## src/rtl/rxa_pkg.sv

```systemverilog
`timescale 1ns/1ps
package rxa_pkg;
   localparam int RXA_NIB_W  = 4;
   localparam int RXA_BYTE_W = 2 * RXA_NIB_W;

   typedef enum logic {
      RXA_MODE_NIB = 1'b0,
      RXA_MODE_DDR = 1'b1
   } rxa_mode_e;

   // one receive-clock beat after capture
   typedef struct packed {
      logic                  vld;
      logic                  err;
      logic [RXA_BYTE_W-1:0] data;
   } rxa_beat_t;

   // one emitted byte with its flags
   typedef struct packed {
      logic                  vld;
      logic                  err;
      logic                  sof;
      logic                  eof;
      logic [RXA_BYTE_W-1:0] data;
   } rxa_out_t;
endpackage

```

## src/rtl/rxa_capture.sv

```systemverilog
`timescale 1ns/1ps
module rxa_capture
   import rxa_pkg::*;
#(
   parameter int NIB_W = RXA_NIB_W
) (
   input  logic             clk,
   input  logic             rst_n,
   input  rxa_mode_e        mode,
   input  logic [NIB_W-1:0] d,
   input  logic             ctl,
   input  logic             er,
   output rxa_beat_t        beat
);
   localparam int BYTE_W = 2 * NIB_W;

   logic [NIB_W-1:0] rise_w;
   logic [NIB_W-1:0] fall_w;
   logic             ctl_r_q;
   logic             ctl_f_q;
   logic             er_r_q;

   // per-lane dual-edge capture
   for (genvar i = 0; i < NIB_W; i++) begin : g_lane
      logic r_q;
      logic f_q;
      always_ff @(posedge clk) begin
         if (!rst_n) r_q <= 1'b0;
         else        r_q <= d[i];
      end
      always_ff @(negedge clk) begin
         if (!rst_n) f_q <= 1'b0;
         else        f_q <= d[i];
      end
      assign rise_w[i] = r_q;
      assign fall_w[i] = f_q;
   end

   always_ff @(posedge clk) begin
      if (!rst_n) begin
         ctl_r_q <= 1'b0;
         er_r_q  <= 1'b0;
      end else begin
         ctl_r_q <= ctl;
         er_r_q  <= er;
      end
   end

   always_ff @(negedge clk) begin
      if (!rst_n) ctl_f_q <= 1'b0;
      else        ctl_f_q <= ctl;
   end

   // rising-edge sample is the low half, falling-edge sample the high half
   always_comb begin
      beat.vld = ctl_r_q;
      if (mode == RXA_MODE_DDR) begin
         beat.err  = ctl_f_q;
         beat.data = {fall_w, rise_w};
      end else begin
         beat.err  = er_r_q;
         beat.data = {{NIB_W{1'b0}}, rise_w};
      end
   end

   // in double-data-rate mode a falling-edge control high during a valid beat must surface as a beat error
   a_r2_ctl_split: assert property (@(posedge clk) disable iff (!rst_n)
      (mode == RXA_MODE_DDR && ctl_r_q && ctl_f_q) |-> (beat.vld && beat.err));

   if (BYTE_W != RXA_BYTE_W) begin : g_bad_width
      $error("rxa_capture: NIB_W must match the package nibble width");
   end
endmodule

```

## src/rtl/rxa_assemble.sv

```systemverilog
`timescale 1ns/1ps
module rxa_assemble
   import rxa_pkg::*;
#(
   parameter int NIB_W = RXA_NIB_W
) (
   input  logic      clk,
   input  logic      rst_n,
   input  rxa_mode_e mode,
   input  rxa_beat_t beat,
   output rxa_out_t  out
);
   localparam int BYTE_W = 2 * NIB_W;

   logic              in_frame_q;
   logic              sof_pend_q;
   logic              ferr_q;
   logic              hold_v_q;
   logic              hold_e_q;
   logic [BYTE_W-1:0] hold_d_q;
   logic              half_v_q;
   logic              half_e_q;
   logic [NIB_W-1:0]  half_d_q;
   rxa_out_t          out_q;

   assign out = out_q;

   always_ff @(posedge clk) begin
      if (!rst_n) begin
         in_frame_q <= 1'b0;
         sof_pend_q <= 1'b0;
         ferr_q     <= 1'b0;
         hold_v_q   <= 1'b0;
         hold_e_q   <= 1'b0;
         hold_d_q   <= '0;
         half_v_q   <= 1'b0;
         half_e_q   <= 1'b0;
         half_d_q   <= '0;
         out_q      <= '0;
      end else begin
         out_q.vld <= 1'b0;
         out_q.sof <= 1'b0;
         out_q.eof <= 1'b0;
         out_q.err <= 1'b0;
         if (beat.vld) begin
            in_frame_q <= 1'b1;
            if (!in_frame_q) begin
               sof_pend_q <= 1'b1;
               ferr_q     <= beat.err;
            end else begin
               ferr_q <= ferr_q | beat.err;
            end
            if (mode == RXA_MODE_DDR) begin
               // a new full byte releases the one held before it
               if (hold_v_q) begin
                  out_q      <= '{vld: 1'b1, err: hold_e_q, sof: sof_pend_q, eof: 1'b0, data: hold_d_q};
                  sof_pend_q <= 1'b0;
               end
               hold_d_q <= beat.data;
               hold_e_q <= beat.err;
               hold_v_q <= 1'b1;
            end else if (!half_v_q) begin
               // first nibble of a pair: the held byte is known not to be last
               if (hold_v_q) begin
                  out_q      <= '{vld: 1'b1, err: hold_e_q, sof: sof_pend_q, eof: 1'b0, data: hold_d_q};
                  sof_pend_q <= 1'b0;
                  hold_v_q   <= 1'b0;
               end
               half_d_q <= beat.data[NIB_W-1:0];
               half_e_q <= beat.err;
               half_v_q <= 1'b1;
            end else begin
               hold_d_q <= {beat.data[NIB_W-1:0], half_d_q};
               hold_e_q <= half_e_q | beat.err;
               hold_v_q <= 1'b1;
               half_v_q <= 1'b0;
            end
         end else if (in_frame_q) begin
            in_frame_q <= 1'b0;
            ferr_q     <= 1'b0;
            sof_pend_q <= 1'b0;
            hold_v_q   <= 1'b0;
            half_v_q   <= 1'b0;
            if (half_v_q) begin
               out_q <= '{vld: 1'b1, err: 1'b1, sof: sof_pend_q, eof: 1'b1,
                          data: {{NIB_W{1'b0}}, half_d_q}};
            end else begin
               out_q <= '{vld: 1'b1, err: hold_e_q | ferr_q, sof: sof_pend_q, eof: 1'b1,
                          data: hold_d_q};
            end
         end
      end
   end

   // a frame end is followed by at least one cycle with no byte
   a_r7_gap_after_eof: assert property (@(posedge clk) disable iff (!rst_n)
      out_q.eof |=> !out_q.vld);

   // an odd nibble left over at frame end comes out as an errored final byte
   a_r8_partial_flush: assert property (@(posedge clk) disable iff (!rst_n)
      (!beat.vld && in_frame_q && half_v_q) |=> (out_q.vld && out_q.eof && out_q.err));

   // in nibble mode two non-final bytes are never back to back
   a_r3_nibble_rate: assert property (@(posedge clk) disable iff (!rst_n)
      (mode == RXA_MODE_NIB && out_q.vld && !out_q.eof) |=> (!out_q.vld || out_q.eof));

   // an error seen on a valid beat is still pending at the end of the frame
   a_r9_sticky: assert property (@(posedge clk) disable iff (!rst_n)
      (beat.vld && beat.err) |=> (ferr_q && in_frame_q));

   if (NIB_W < 1) begin : g_bad_nib
      $error("rxa_assemble: NIB_W must be at least 1");
   end
endmodule

```

## src/rtl/rx_byte_adapter.sv

```systemverilog
`timescale 1ns/1ps
module rx_byte_adapter
   import rxa_pkg::*;
#(
   parameter int NIB_W = RXA_NIB_W
) (
   input  logic               clk_rx,
   input  logic               rst_n,
   input  logic               mode_ddr_in,
   input  logic [NIB_W-1:0]   rx_d,
   input  logic               rx_ctl,
   input  logic               rx_er,
   output logic [2*NIB_W-1:0] out_data,
   output logic               out_vld,
   output logic               out_err,
   output logic               out_sof,
   output logic               out_eof
);
   localparam int BYTE_W = 2 * NIB_W;

   rxa_mode_e mode_q;
   rxa_beat_t beat;
   rxa_out_t  obyte;

   // mode is frozen outside reset
   always_ff @(posedge clk_rx) begin
      if (!rst_n) mode_q <= mode_ddr_in ? RXA_MODE_DDR : RXA_MODE_NIB;
   end

   rxa_capture #(.NIB_W(NIB_W)) u_cap (
      .clk   (clk_rx),
      .rst_n (rst_n),
      .mode  (mode_q),
      .d     (rx_d),
      .ctl   (rx_ctl),
      .er    (rx_er),
      .beat  (beat)
   );

   rxa_assemble #(.NIB_W(NIB_W)) u_asm (
      .clk   (clk_rx),
      .rst_n (rst_n),
      .mode  (mode_q),
      .beat  (beat),
      .out   (obyte)
   );

   assign out_data = obyte.data;
   assign out_vld  = obyte.vld;
   assign out_err  = obyte.err;
   assign out_sof  = obyte.sof;
   assign out_eof  = obyte.eof;

   // once out of reset the captured mode does not move
   a_r10_mode_frozen: assert property (@(posedge clk_rx) disable iff (!rst_n)
      rst_n |=> $stable(mode_q));

   if (NIB_W != RXA_NIB_W || BYTE_W != RXA_BYTE_W) begin : g_bad_param
      $error("rx_byte_adapter: NIB_W must equal the package nibble width");
   end
endmodule

```

## config.mk

```make
export PLATFORM = sky130hd
export DESIGN_NAME = rx_byte_adapter
export DESIGN_NICKNAME = d
export VERILOG_FILES = /design/src/rtl/rxa_pkg.sv /design/src/rtl/rxa_capture.sv /design/src/rtl/rxa_assemble.sv /design/src/rtl/rx_byte_adapter.sv
export SDC_FILE = /design/constraint.sdc
export NUM_CORES = 1
export LEC_CHECK = 0
export ABC_AREA = 1
export CAP_MARGIN = 40
export CORE_UTILIZATION = 30
export DETAILED_ROUTE_END_ITERATION = 16
export GPL_ROUTABILITY_DRIVEN = 0
export PLACE_DENSITY_LB_ADDON = 0.1
export SYNTH_ARGS = -nofsm -noshare
export SYNTH_HDL_FRONTEND = slang
export SYNTH_HIERARCHICAL = 1
export SYNTH_SLANG_ARGS = --single-unit
```

## constraint.sdc

```tcl
create_clock -name clk_rx -period 3.65 [get_ports clk_rx]
set_clock_uncertainty 0.15 [all_clocks]
set_input_delay 0.365 -clock clk_rx [delete_from_list [all_inputs] [get_ports clk_rx]]
set_output_delay 0.365 -clock clk_rx [all_outputs]
set_load 0.005 [all_outputs]
```

==> insert_results.sql, run 1 <==
INSERT INTO impl_metrics (metric_group, metric, value, unit) VALUES
('run_status', 'outcome', 'finished, final reports clean', ''),
('global_route', 'pin_count_of_the_biggest_net_entering_global_routing', '22', ''),
('cts', 'insertion_delay', '0.35', 'ns'),
('synthesis', 'post_synth_fa_ha_maj_area_fraction', '0', '%'),
('placed_design', 'place.port_buffers', '20', ''),
('final_layout', 'design_area_final', '0.00228', 'mm2'),
('synthesis', 'seq_area_frac_synth', '44.8', '%'),
('cts', 'clock_tree.root_cell', 'sky130_fd_sc_hd__clkbuf_8', ''),
('placed_design', 'detailed_place.area', '0.00215', 'mm2'),
('final_layout', 'layout-drive-gt1-share', '5.81', '%'),
('worst_setup_path', 'worst_path_max_delay_cell', 'sky130_fd_sc_hd__clkdlybuf4s50_1', ''),
('synthesis', 'most_numerous_cell_in_the_yosys_netlist', 'sky130_fd_sc_hd__nand2_1', ''),
('worst_setup_path', 'worstPathCellList', 'clkdlybuf4s50_1 > nand2_1 > inv_1', ''),
('synthesis', 'synth_async_sr_flop_share', '0', '%'),
('synthesis', 'synth-edff-count', '1', ''),
('route', 'ant_nets', '0', ''),
('synthesis', 'synth.yosys.warnings', '6', ''),
('synthesis', 'mappedNetlistNets', '299', ''),
('floorplanning', 'core-area', '0.00610', 'mm2'),
('cts', 'cts_max_path_buffers', '2', ''),
('synthesis', 'synthesis.area_per_instance', '6.70', 'um2'),
('synthesis', 'flip_flop_cell_with_the_highest_count_after_synthesis', 'sky130_fd_sc_hd__dfxtp_1', ''),
('cts', 'cts_htree_levels', '2', ''),
('hold_path', 'hold_start', 'u_asm/sof_pend_q', ''),
('cts', 'clock_pin_slew_reported_for_the_worst_setup_and_hold_paths_after_clock_tree_synthesis', '0.08', 'ns'),
('worst_setup_path', 'r2r_path_start', 'u_cap/g_lane[2].f_q', ''),
('route', 'total_number_of_vias', '1611', ''),
('worst_setup_path', 'critical_path.max_stage_delay', '0.73', 'ns'),
('cts', 'tritoncts', 'done', ''),
('worst_setup_path', 'r2r_end', 'u_asm/hold_d_q[6]', ''),
('sta', 'worst_pin_slew', '0.702', 'ns'),
('worst_setup_path', 'worst_r2r_path_depth', '6', ''),
('cts', 'clock-sinks', '43', ''),
('sta', 'rsz_0062_raised_after_global_routing', 'false', ''),
('hold_path', 'hold_path.class', 'flip-flop to flip-flop', ''),
('floorplanning', 'placementRows', '28', ''),
('synthesis', 'synth_top_family_by_area', 'simple AND/OR/NAND/NOR gates', ''),
('pwr', 'static-leakage-power', '0.00114', 'uW'),
('sta', 'holdWs', '0.311', 'ns'),
('final_layout', 'core_util_final', '37.4', '%'),
('placed_design', 'dpl.cell_count', '373', ''),
('synthesis', 'netlist_instances', '290', ''),
('worst_setup_path', 'critPathRequiredTime', '1.96', 'ns'),
('worst_setup_path', 'crit_path_start_kind', 'primary input', ''),
('hold_path', 'min_to', 'u_asm/out[9]', ''),
('synthesis', 'yosys.cell_types.count', '22', ''),
('floorplanning', 'dieArea', '0.00680', 'mm2'),
('synthesis', 'syn_area', '0.00194', 'mm2'),
('global_route', 'grt_antenna_before_repair', '0', ''),
('synthesis', 'synth_xor_area_share', '0', '%'),
('synthesis', 'synth-compound-area-share', '9.02', '%'),
('route', 'drc', '0', ''),
('cts', 'postCtsResizedCells', '0', ''),
('route', 'postRouteWirelength', '3860', 'um'),
('worst_setup_path', 'crit_path_max_fanout', '13', ''),
('pwr', 'ir_drop', '0.182', 'mV'),
('synthesis', 'netlist_top_cells_count', '74 x sky130_fd_sc_hd__nand2_1, 58 x sky130_fd_sc_hd__nor2_1, 44 x sky130_fd_sc_hd__inv_1', ''),
('placed_design', 'dpl.hpwl', '2700', 'um'),
('sta', 'final-setup-viol-count', '0', ''),
('route', 'detail_route.iter0.violations', '135', ''),
('final_layout', 'n_antenna_cell', '0', ''),
('final_layout', 'synthToLayoutAreaGrowth', '17.4', '%'),
('route', 'routedWlPerCell', '10.0', 'um'),
('synthesis', 'synth.area.mux_share', '0', '%'),
('synthesis', 'synth-seq-cells', '43', ''),
('cts', 'buffer_count_from_post_cts_setup_fixing', '0', ''),
('worst_setup_path', 'critPathCaptureType', 'flip-flop', ''),
('global_route', 'grt_pass1_vias', '1529', ''),
('worst_setup_path', 'reg2reg_slack', '0.82', 'ns'),
('route', 'detail_route.vias_per_cell', '4.18', ''),
('floorplanning', 'die_y', '82.5', 'um');
[cells by family after synthesis]
group,Yosys count
AOI/OAI and AO/OA,34
buffers and inverters,59
DFF,43
and+or+nand+nor,154
[metrics by stage]
step	power [uW]	worst slack [ns]
after floorplan	625	0.971
after global placement	664	0.367
after detailed placement	666	0.331
after CTS	1050	0.690
after global routing	1100	0.583
final	1030	0.704
[worst max-delay path: cells and delay by family]
kind | cells | cell delay (ns)
buffers and inverters | 2 | 0.80
and+or+nand+nor | 1 | 0.09
[cell type report]
class	count	share of cell area [%]
sequential	43	38.2
multi-input combinational	188	35.5
timing repair buffer	21	9.11
inverter	45	7.41
tap	75	4.12
clock buffer	5	3.02
clock inverter	8	2.69
[sequential cells by signal, indices dropped and copies added (netlist names), 4 cells and up]
signal and cells:
u_asm/half_d_q 4, u_cap/g_lane.f_q 4, u_asm/out 12, u_cap/g_lane.r_q 4, u_asm/hold_d_q 8
[worst max path at each step]
stage / startpoint / end / slack, ns / depth (start not counted)
2_1_floorplan: u_cap/ctl_f_q / u_asm/half_e_q / 0.97 / 4
6_report: rst_n / u_cap/g_lane[0].f_q / 0.70 / 3
3_3_place_gp: rst_n / u_cap/ctl_f_q / 0.37 / 3
4_1_cts: rst_n / u_cap/g_lane[2].f_q / 0.69 / 3
3_5_place_dp: rst_n / u_cap/g_lane[2].f_q / 0.33 / 3
5_1_grt: rst_n / u_cap/g_lane[3].f_q / 0.58 / 3
[where the power goes]
part,leakage (uW),internal (uW),switching [uW],total (uW)
Clock,0.0000862,210,174,384
Combinational,0.000703,52.1,67.3,119
Sequential,0.000355,499,24.7,524
[layer usage]
metal	GRT usage, %	vias up	share of wire [%]
li1	-	905	-
met1	17.9	675	53
met2	22.1	29	43
met3	3.74	2	3.6
met4	4.39	0	0.65
met5	0	-	0
[placed cells by master (no fill, tap or decap), types with 3 or more instances in the layout]
master,count
sky130_fd_sc_hd__nand2_1,74
sky130_fd_sc_hd__nor2_1,58
sky130_fd_sc_hd__inv_1,49
sky130_fd_sc_hd__dfxtp_1,42
sky130_fd_sc_hd__clkdlybuf4s50_1,20
sky130_fd_sc_hd__o21ai_0,20
sky130_fd_sc_hd__nand3_1,11
sky130_fd_sc_hd__a21oi_1,10
sky130_fd_sc_hd__clkbuf_8,5
sky130_fd_sc_hd__nand2_4,3
sky130_fd_sc_hd__nor2_2,3
Note: power is estimated with default switching activity, not from simulation.
==> run 2, diff against run 1 <==
==> constraint.sdc (replaced) <==
create_clock -name clk_rx -period 2.4 [get_ports clk_rx]
set_clock_uncertainty 0.15 [all_clocks]
set_input_delay 0.24 -clock clk_rx [delete_from_list [all_inputs] [get_ports clk_rx]]
set_output_delay 0.24 -clock clk_rx [all_outputs]
set_load 0.005 [all_outputs]
==> insert_results.sql, run 2 (synthesis gave the netlist of run 1 again) <==
INSERT INTO impl_metrics (metric_group, metric, value, unit) VALUES
('sta', 'final-setup-viol-count', '0', ''),
('run_status', 'outcome', 'finished, final reports clean', ''),
('floorplanning', 'start_util', '31.9', '%'),
('route', 'drc', '0', ''),
('placed_design', 'detailed_place.area', '0.00219', 'mm2'),
('worst_setup_path', 'r2r_end', 'u_asm/hold_d_q[4]', ''),
('job', 'maxCapViolations', '0', ''),
('pwr', 'static-leakage-power', '0.00116', 'uW'),
('route', 'dr.pass1.iters', '4', ''),
('final_layout', 'finish.net_count', '323', ''),
('final_layout', 'layout.cells.most_common_list', '74 x sky130_fd_sc_hd__nand2_1, 58 x sky130_fd_sc_hd__nor2_1, 48 x sky130_fd_sc_hd__inv_1', ''),
('worst_setup_path', 'worst_r2r_path_depth', '6', ''),
('cts', 'clock_tree.root_cell', 'sky130_fd_sc_hd__clkbuf_8', ''),
('placed_design', 'pre_cts_ws', '-0.0317', 'ns'),
('worst_setup_path', 'crit_path_max_fanout', '1', ''),
('floorplanning', 'placementRows', '28', ''),
('floorplanning', 'pin_count', '21', ''),
('cts', 'clock_pin_slew_reported_for_the_worst_setup_and_hold_paths_after_clock_tree_synthesis', '0.08', 'ns'),
('pwr', 'power_frac_clock', '35.5', '%'),
('sta', 'rsz_0062_raised_after_global_routing', 'false', ''),
('cts', 'postCtsResizedCells', '0', ''),
('floorplanning', 'die_y', '82.5', 'um'),
('placed_design', 'dpl.hpwl', '2690', 'um'),
('route', 'ant_nets', '0', ''),
('global_route', 'global_route.usage.total', '13.3', '%'),
('pwr', 'switching_power', '402', 'uW'),
('floorplanning', 'die_w', '82.5', 'um'),
('hold_path', 'min_to', 'u_cap/er_r_q', ''),
('final_layout', 'final_common_cell', 'sky130_fd_sc_hd__nand2_1', ''),
('floorplanning', 'dieArea', '0.00680', 'mm2'),
('hold_path', 'hold_start', 'rx_er', ''),
('sta', 'hold_viol', '0', ''),
('pwr', 'switching_share', '26.3', '%'),
('cts', 'number_of_clock_buffers_inserted_by_tritoncts', '5', ''),
('hold_path', 'holdPathStages', '3', ''),
('pwr', 'fin_total_pwr', '1530', 'uW'),
('pwr', 'ir_drop', '0.270', 'mV'),
('pwr', 'share_comb_of_total_power', '12.9', '%'),
('sta', 'worst_slack', '0.226', 'ns'),
('global_route', 'pin_count_of_the_biggest_net_entering_global_routing', '21', ''),
('pwr', 'seq_power_share', '51.6', '%'),
('final_layout', 'largest_register_ff_count', '12', ''),
('final_layout', 'design_area_final', '0.00231', 'mm2'),
('route', 'detail_route.vias_per_cell', '4.15', ''),
('placed_design', 'place.port_buffers', '20', ''),
('worst_setup_path', 'r2r_path_start', 'u_cap/g_lane[0].f_q', ''),
('final_layout', 'synthToLayoutAreaGrowth', '18.8', '%'),
('route', 'total_number_of_vias', '1617', ''),
('floorplanning', 'core-area', '0.00610', 'mm2'),
('cts', 'hold_buffers', '0', ''),
('route', 'routedWlPerCell', '9.80', 'um'),
('final_layout', 'n_antenna_cell', '0', ''),
('cts', 'cts_max_path_buffers', '2', ''),
('placed_design', 'dpl.cell_count', '378', ''),
('sta', 'worst_pin_slew', '0.673', 'ns'),
('global_route', 'grt_antenna_before_repair', '0', ''),
('cts', 'insertion_delay', '0.34', 'ns'),
('cts', 'tritoncts', 'done', ''),
('route', 'detail_route.iter0.violations', '87', ''),
('final_layout', 'fillCellCount', '679', ''),
('worst_setup_path', 'reg2reg_slack', '0.23', 'ns'),
('worst_setup_path', 'timing.critical_path.arrival', '2.20', 'ns'),
('final_layout', 'layoutNonFillerInstCount', '390', ''),
('global_route', 'grt_pass1_wl', '6870', 'um'),
('worst_setup_path', 'crit_path_start_kind', 'flip-flop', ''),
('route', 'postRouteWirelength', '3820', 'um'),
('hold_path', 'hold_path.class', 'primary input to flip-flop', ''),
('global_route', 'grt.overflow.total', '0', ''),
('pwr', 'internal_power', '1120', 'uW'),
('cts', 'clock-sinks', '43', ''),
('worst_setup_path', 'worstSetupPathType', 'flip-flop to flip-flop', ''),
('worst_setup_path', 'critPathCaptureType', 'flip-flop', ''),
('cts', 'cts_htree_levels', '2', ''),
('global_route', 'grt_pass1_vias', '1550', ''),
('pwr', 'ratio_of_total_power_to_cell_area', '662', 'mW/mm2'),
('cts', 'buffer_count_from_post_cts_setup_fixing', '0', ''),
('final_layout', 'core_util_final', '37.8', '%'),
('sta', 'maxSlewViolCount', '0', ''),
('final_layout', 'layout-drive-gt1-share', '6.98', '%'),
('sta', 'slew_headroom', '55.1', '%'),
('worst_setup_path', 'critPathRequiredTime', '2.43', 'ns');
run 2: cell count changes in the layout (fill, tap and decap cells not counted):
cell,previous run,this run
sky130_fd_sc_hd__clkbuf_16,0,1
sky130_fd_sc_hd__bufinv_16,1,0
sky130_fd_sc_hd__clkbuf_1,0,2
sky130_fd_sc_hd__inv_1,49,48
sky130_fd_sc_hd__clkinv_4,1,0
sky130_fd_sc_hd__buf_4,1,6
run 2: metal layers:
metal | routed length, um | track usage [%] | part of all wire, %
met1 | 2010 | 16.3 | 53
met2 | 1690 | 22.3 | 44
met3 | 92 | 3.63 | 2.4
met4 | 25 | 4.21 | 0.65
met5 | 0 | 0 | 0
run 2: layout make-up:
type                       instances  area, um2  share of cell area [%]
inverter                          45        169                    7.32
clock inverter                     5       18.8                   0.813
multi-input combinational        188        808                    35.0
timing repair buffer              26        245                    10.6
tap                               75       93.8                    4.07
clock buffer                       8        101                    4.39
sequential                        43        871                    37.7
run 2: stage by stage:
step,hold WS (ns),setup TNS (ns)
after global routing,0.335,0
after CTS,0.304,0
final,0.318,0
after detailed placement,0.306,-0.140
after floorplan,0.183,0
after global placement,0.298,-0.00445
run 2: worst max-delay path: stages, from the launching register on:
cell,delay [ns]
sky130_fd_sc_hd__dfxtp_1,0.29
sky130_fd_sc_hd__nand2_1,0.05
sky130_fd_sc_hd__inv_1,0.03
sky130_fd_sc_hd__nand2_1,0.05
sky130_fd_sc_hd__nand2_1,0.06
sky130_fd_sc_hd__nor2_1,0.12
sky130_fd_sc_hd__nor2_1,0.06
run 2: worst max path at each step:
stage,startpoint,depth (start not counted),endpoint
after floorplan,u_cap/ctl_f_q,4,u_asm/half_e_q
final,u_cap/g_lane[0].f_q,6,u_asm/hold_d_q[4]
after global routing,u_cap/g_lane[0].f_q,6,u_asm/hold_d_q[4]
after detailed placement,rst_n,3,u_cap/ctl_f_q
after global placement,rst_n,3,u_cap/ctl_f_q
after CTS,u_cap/g_lane[0].f_q,6,u_asm/hold_d_q[4]
run 2: power groups by stage:
stage,Sequential [uW],Clock (uW),Combinational [uW]
6_report,788,542,197
5_1_grt,794,599,232
4_1_cts,789,573,199
3_5_place_dp,804,15.5,198
3_3_place_gp,804,15.5,197
2_1_floorplan,794,15.5,140
